File: config.mk
export PLATFORM = sky130hd
export DESIGN_NAME = stream_player
export DESIGN_NICKNAME = d
export VERILOG_FILES = /design/src/rtl/stream_player_pkg.sv /design/src/rtl/stream_pacer.sv /design/src/rtl/stream_fetch.sv /design/src/rtl/stream_player.sv
export SDC_FILE = /design/constraint.sdc
export NUM_CORES = 1
export LEC_CHECK = 0
export ABC_AREA = 1
export BUFFER_PORTS_ARGS = -buffer_cell sky130_fd_sc_hd__buf_4
export CAP_MARGIN = 20
export CORE_UTILIZATION = 63
export CTS_CLUSTER_SIZE = 24
export DETAILED_ROUTE_END_ITERATION = 12
export PLACE_DENSITY_LB_ADDON = 0.08
export SLEW_MARGIN = 20
export SYNTH_ARGS = -nofsm -noshare
export SYNTH_HDL_FRONTEND = slang
export SYNTH_SLANG_ARGS = --single-unit
File: constraint.sdc
create_clock -name clk -period 4.4 [get_ports clk]
set_input_delay 0 -clock clk [delete_from_list [all_inputs] [get_ports clk]]
set_output_delay 0 -clock clk [all_outputs]
set_load 0.05 [all_outputs]
File: src/rtl/stream_player_pkg.sv
package stream_player_pkg;
    localparam int FLAG_HALF = 0;
    localparam int FLAG_DONE = 1;
    localparam int FLAG_ERR  = 2;
    localparam int FLAG_N    = 3;
endpackage

File: src/rtl/stream_pacer.sv
module stream_pacer #(
    parameter int PER_W = 16
) (
    input  logic             clk,
    input  logic             rst_n,
    input  logic             load,
    input  logic             run,
    input  logic [PER_W-1:0] period_in,
    output logic             tick
);
    typedef struct packed {
        logic [PER_W-1:0] period;
        logic [PER_W-1:0] cnt;
    } pacer_t;

    pacer_t st_d, st_q;

    assign tick = run && !load && (st_q.cnt == '0);

    always_comb begin
        st_d = st_q;
        if (load) begin
            st_d.period = period_in;
            st_d.cnt    = period_in - 1'b1;
        end else if (run) begin
            if (st_q.cnt == '0) st_d.cnt = st_q.period - 1'b1;
            else                st_d.cnt = st_q.cnt - 1'b1;
        end
    end

    always_ff @(posedge clk or negedge rst_n) begin
        if (!rst_n) st_q <= '0;
        else        st_q <= st_d;
    end
endmodule

File: src/rtl/stream_fetch.sv
module stream_fetch #(
    parameter int ADDR_W = 16,
    parameter int LEN_W  = 16
) (
    input  logic              clk,
    input  logic              rst_n,
    input  logic              load,
    input  logic [ADDR_W-1:0] base_in,
    input  logic [LEN_W-1:0]  len_in,
    input  logic              run,
    input  logic              abort,
    input  logic              circ,
    input  logic              tick,
    input  logic              mem_ack,
    input  logic              mem_err,
    output logic              mem_req,
    output logic [ADDR_W-1:0] mem_addr,
    output logic              xfer,
    output logic              last,
    output logic [LEN_W-1:0]  remain
);
    typedef struct packed {
        logic              req;
        logic [ADDR_W-1:0] addr;
        logic [ADDR_W-1:0] base;
        logic [LEN_W-1:0]  cnt;
        logic [LEN_W-1:0]  len;
    } fetch_t;

    fetch_t st_d, st_q;

    assign mem_req  = st_q.req;
    assign mem_addr = st_q.addr;
    assign remain   = st_q.cnt;
    assign last     = (st_q.cnt == LEN_W'(1));
    assign xfer     = run && !abort && st_q.req && mem_ack && !mem_err;

    always_comb begin
        st_d = st_q;
        if (load) begin
            st_d.addr = base_in;
            st_d.base = base_in;
            st_d.cnt  = len_in;
            st_d.len  = len_in;
            st_d.req  = 1'b0;
        end else if (abort || !run) begin
            st_d.req = 1'b0;
        end else if (xfer) begin
            st_d.req = 1'b0;
            if (last && circ) begin
                st_d.addr = st_q.base;
                st_d.cnt  = st_q.len;
            end else begin
                st_d.addr = st_q.addr + 1'b1;
                st_d.cnt  = st_q.cnt - 1'b1;
            end
        end else if (tick && !st_q.req) begin
            st_d.req = 1'b1;
        end
    end

    always_ff @(posedge clk or negedge rst_n) begin
        if (!rst_n) st_q <= '0;
        else        st_q <= st_d;
    end
endmodule

File: src/rtl/stream_player.sv
module stream_player #(
    parameter int ADDR_W = 16,
    parameter int LEN_W  = 16,
    parameter int PER_W  = 16,
    parameter int DATA_W = 16
) (
    input  logic              clk,
    input  logic              rst_n,
    input  logic              start,
    input  logic              start_circ,
    input  logic [ADDR_W-1:0] start_addr,
    input  logic [LEN_W-1:0]  start_len,
    input  logic [PER_W-1:0]  start_period,
    input  logic              stop,
    input  logic [2:0]        evt_clr,
    output logic              mem_req,
    output logic [ADDR_W-1:0] mem_addr,
    input  logic              mem_ack,
    input  logic              mem_err,
    input  logic [DATA_W-1:0] mem_rdata,
    output logic [DATA_W-1:0] cmp_value,
    output logic              chan_en,
    output logic              busy,
    output logic              tone_lock,
    output logic              beep_clear,
    output logic              evt_half,
    output logic              evt_done,
    output logic              err_flag
);
    import stream_player_pkg::*;

    localparam int MARK_W = LEN_W + 1;

    typedef struct packed {
        logic              active;
        logic              circ;
        logic              beep;
        logic [FLAG_N-1:0] flags;
        logic [DATA_W-1:0] cmp;
        logic [MARK_W-1:0] half_mark;
    } ctrl_t;

    ctrl_t st_d, st_q;

    logic             start_ok, err_abort, abort;
    logic             tick, xfer, last;
    logic [LEN_W-1:0] remain;
    logic [FLAG_N-1:0] flag_set;

    assign start_ok  = start && !stop && !st_q.active &&
                       (start_len != '0) && (start_period != '0);
    assign err_abort = st_q.active && mem_req && mem_err;
    assign abort     = stop || err_abort;

    stream_pacer #(.PER_W(PER_W)) u_pacer (
        .clk       (clk),
        .rst_n     (rst_n),
        .load      (start_ok),
        .run       (st_q.active),
        .period_in (start_period),
        .tick      (tick)
    );

    stream_fetch #(.ADDR_W(ADDR_W), .LEN_W(LEN_W)) u_fetch (
        .clk      (clk),
        .rst_n    (rst_n),
        .load     (start_ok),
        .base_in  (start_addr),
        .len_in   (start_len),
        .run      (st_q.active),
        .abort    (abort),
        .circ     (st_q.circ),
        .tick     (tick),
        .mem_ack  (mem_ack),
        .mem_err  (mem_err),
        .mem_req  (mem_req),
        .mem_addr (mem_addr),
        .xfer     (xfer),
        .last     (last),
        .remain   (remain)
    );

    always_comb begin
        flag_set            = '0;
        flag_set[FLAG_HALF] = xfer && st_q.circ && ({1'b0, remain} == st_q.half_mark);
        flag_set[FLAG_DONE] = xfer && last;
        flag_set[FLAG_ERR]  = err_abort && !stop;

        st_d      = st_q;
        st_d.beep = 1'b0;
        if (abort) begin
            st_d.active = 1'b0;
            st_d.circ   = 1'b0;
        end else if (start_ok) begin
            st_d.active    = 1'b1;
            st_d.circ      = start_circ;
            st_d.beep      = 1'b1;
            st_d.cmp       = '0;
            st_d.half_mark = {1'b0, start_len} - {2'b0, start_len[LEN_W-1:1]} + 1'b1;
        end else if (xfer) begin
            st_d.cmp = mem_rdata;
            if (last && !st_q.circ) st_d.active = 1'b0;
        end

        st_d.flags = (st_q.flags & ~evt_clr) | flag_set;
        if (abort) begin
            st_d.flags[FLAG_HALF] = 1'b0;
            st_d.flags[FLAG_DONE] = 1'b0;
        end
    end

    always_ff @(posedge clk or negedge rst_n) begin
        if (!rst_n) st_q <= '0;
        else        st_q <= st_d;
    end

    assign cmp_value  = st_q.cmp;
    assign chan_en    = st_q.active;
    assign busy       = st_q.active;
    assign tone_lock  = st_q.active;
    assign beep_clear = st_q.beep;
    assign evt_half   = st_q.flags[FLAG_HALF];
    assign evt_done   = st_q.flags[FLAG_DONE];
    assign err_flag   = st_q.flags[FLAG_ERR];
endmodule

==> summary.md <==
| Metric | Value |
|---|---|
| Post-Synth Adder-Cell Area | `6.35%` |
| Clock buffer depth | `2` |
| R2R depth | `11` |
| Commonest cells post-synth | `292 x nand2_1, 136 x dfrtp_1, 112 x inv_1` |
| Worst-Skew Late Latency | `0.42 ns` |
| Worst min-delay path category | `primary input to flop` |
| Diode count | `0` |
| Share of cells above drive strength 1 | `15.6%` |
| Drt pass-1 iters | `6` |
| Vias/cell | `5.66` |
| Leak | `0.00537 uW` |
| Sw Ratio | `37.2%` |
| Setup violators final | `0` |
| Internal power | `3130 uW` |
| R2r setup slk | `1.21 ns` |
| First-pass GRT wire length | `38.8 mm` |
| Crit path kind | `flop to flop` |
| Hold wc startpoint | `mem_err` |
| Hpwl dp | `14.8 mm` |
| GP Congestion | `0.923` |
| Fin Setup TNS | `0 ns` |
| Final Max Tran Viols | `0` |
| Iter 0 DRT Violations | `795` |
| Clk sinks | `136` |
| Netlist cell types | `43` |
| Initial antenna violation count | `0` |
| Max-slew headroom | `39.8%` |
| # nets final | `1357` |
| Post-CTS setup buffer count | `0` |
| RSZ-0062 raised after global routing | `no` |
| Num CTS Buffers | `17` |
| Reg power frac | `36.2%` |
| Clock power frac | `30.7%` |
| Routed wire length per instance | `16.2 um` |
| Number of synthesized flops with an enable pin | `0` |
| Most used flip-flop cell after synthesis | `dfrtp_1` |
| Place WS | `1.34 ns` |
| # rows | `41` |
| CTS tree | `yes` |
| Crit-path slowest cell | `inv_2` |
| VDD IR max | `0.334 mV` |
| Crit end category | `flop` |
| NetSw | `1850 uW` |
| GRT overflow | `0` |
| Compound-Gate Fraction of Synth Area | `14.0%` |
| Fraction of synthesized cell area in xor and xnor cells | `3.13%` |
| Tcrit/Tclk final | `72.6%` |
| Die H | `117 um` |
| Simple-gate share of the synthesized area | `25.5%` |
| Hold Crit Endpoint | `u_fetch.mem_req$_DFFE_PN0P_` |
| Vias in the first global route | `7861` |
| CP Cell Sequence | `clkinv_1, nand3_1, a21oi_2, nand2_4, inv_2, nor2_4, buf_4, inv_2, o21ai_0, a21oi_1, a21oi_1` |
| Final Hold Fails | `0` |
| Yosys top cell by area | `dfrtp_1` |
| Cell Pwr Density | `475 nW/um2` |
| Max Freq | `313 MHz` |
| Synthesized flop and latch total | `136` |
| Drt drc | `0` |
| Synth Cell Area | `8400 um2` |
| Final Instance Area | `10500 um2` |
| Ys Warns | `0` |
| P&R area growth vs syn | `24.8%` |
| WP data required | `4.68 ns` |
| CTS H-tree lvls | `4` |
| Status | `finished clean` |
| Starting Density | `65.5%` |
| Critical R2R Capture | `u_fetch.mem_addr[6]$_DFFE_PN0P_` |
| Multiplexer area fraction after synthesis | `0%` |
| Filler cells | `842` |
| GRT Util Overall | `35.2%` |
| PortBufs | `113` |
| Resize count post-CTS | `0` |
| Synth Net Count | `1212` |
| Antenna viol nets, final | `0` |
| Main combinational cell family by area after synthesis | `simple AND/OR/NAND/NOR gates` |
| Maxcap violations | `0` |
| Pin count of the biggest net entering global routing | `101` |
| Period minus WS final | `3.19 ns` |
| CTS root buf | `clkbuf_16` |
| Boundary Pins | `114` |
| Ys async rst share | `100%` |
| Die Width | `117 um` |
| Hold slack | `0.0422 ns` |
| Final setup margin | `1.21 ns` |
| Combinational share of power | `33.1%` |
| Arr. time, crit path | `3.48 ns` |
| Core area | `12800 um2` |
| Worst hold path depth | `4` |
| Post-synthesis cell count | `1096` |
| Placed inst area | `9100 um2` |
| Slowest Stage Delay on Critical Path | `0.64 ns` |
| Die ar. | `13800 um2` |
| Post-Syn Area per Cell | `7.66 um2` |
| Most common cell in the synthesized netlist | `nand2_1` |
| Worst r2r src | `busy$_DFFE_PN0P_` |
| CP Max Fanout | `42` |
| DR vias | `8076` |
| Reg clk slew, reported paths | `0.06 ns` |
| Worst setup SP type | `flop` |
| Register area share after synthesis | `40.5%` |
| Skew final | `0.00794 ns` |
| Top cells by area, synth | `dfrtp_1 41%, nand2_1 13%, ha_1 6.1%` |
| Worst-margin pin slew | `0.902 ns` |
| Area share of the largest cell type after synthesis | `40.5%` |
| Final wirelength | `23.1 mm` |
## sequential cells by signal, indices dropped and copies added (netlist names)
| name | flops |
|---|---|
| cmp_value | 16 |
| u_fetch.remain | 16 |
| u_fetch.mem_addr | 16 |
| u_fetch.mem_req | 1 |
| st_q | 18 |
| evt_done | 1 |
| evt_half | 1 |
| beep_clear | 1 |
| err_flag | 1 |
| busy | 1 |
| u_pacer.st_q | 32 |
| u_fetch.st_q | 32 |
## per-stage QoR
stage,instances,total power [uW],utilization [%]
2_1_floorplan,1096,2970,-
6_report,1426,4980,81.7
4_1_cts,1426,4950,81.7
5_1_grt,1426,5260,81.7
3_5_place_dp,1320,3350,70.9
3_3_place_gp,1320,3300,70.9
## cell type report
cell class	count	area (um2)	share of cell area [%]
inverter	117	439	4.19
clock inverter	12	173	1.65
sequential	136	3400	32.5
timing repair buffer	196	1660	15.8
clock buffer	20	467	4.45
tap	172	215	2.05
multi-input combinational	773	4120	39.3
## power by group through the flow
stage / combinational (uW) / clock [uW] / sequential [uW]
after CTS: 1620 / 1540 / 1790
after floorplan: 1230 / 0 / 1730
after global routing: 1840 / 1600 / 1830
final: 1650 / 1530 / 1800
after global placement: 1510 / 0 / 1790
after detailed placement: 1550 / 0 / 1800
## metal layers
layer | share of wire, % | GRT usage [%] | up-vias | wire (um)
li1 | - | - | 3838 | -
met1 | 44 | 46.8 | 3821 | 10100
met2 | 47 | 57.8 | 373 | 10900
met3 | 7.2 | 7.27 | 44 | 1660
met4 | 1.7 | 11.1 | 0 | 387
met5 | 0 | 0 | - | 0
## logic make-up (layout without fill, tap and decap cells)
| logic type | Yosys count | count (layout) |
|---|---|---|
| simple gates | 504 | 504 |
| compound gates | 197 | 197 |
| buf+inv | 187 | 345 |
| flops | 136 | 136 |
| fa+ha+maj | 42 | 42 |
| xor+xnor | 30 | 30 |
## worst max-delay path by stage
stage / from / to / depth (start not counted)
global route: busy$_DFFE_PN0P_ / u_fetch.mem_addr[4]$_DFFE_PN0P_ / 11
global placement: busy$_DFFE_PN0P_ / u_fetch.remain[5]$_DFFE_PN0P_ / 10
detailed placement: busy$_DFFE_PN0P_ / u_fetch.mem_addr[6]$_DFFE_PN0P_ / 11
CTS: busy$_DFFE_PN0P_ / u_fetch.mem_addr[6]$_DFFE_PN0P_ / 11
floorplan: busy$_DFFE_PN0P_ / u_pacer.st_q[10]$_DFFE_PN0P_ / 17
finish: busy$_DFFE_PN0P_ / u_fetch.mem_addr[6]$_DFFE_PN0P_ / 11
## placed cells by master, fill, tap and decap left out, types with 5 or more instances in the layout
cell type / instances
nor3_1: 10
nor2_1: 93
ha_1: 41
a31oi_1: 13
nor2_2: 12
o22ai_1: 8
dlygate4sd3_1: 74
nand2_2: 14
nand4_1: 9
nand2_1: 292
nand3_1: 58
clkbuf_16: 17
a21oi_1: 44
dfrtp_1: 136
buf_4: 121
a22o_1: 18
xnor2_1: 7
o221ai_1: 10
clkinvlp_4: 5
inv_1: 112
o21ai_0: 82
xor2_1: 23
## critical path, delay by kind of cell, from the launching register on
kind / cells / cell delay [ns]
AOI/OAI and AO/OA: 4 / 0.74
buffers and inverters: 4 / 1.57
DFF: 1 / 0.44
and+or+nand+nor: 3 / 0.25
## repair_timing
| item | CTS | global route |
|---|---|---|
| hold endpoints to repair | 190 | 0 |
| hold buffers | 74 | 0 |
| setup endpoints to repair | 0 | 0 |
Note: power is estimated with default switching activity, not from simulation.
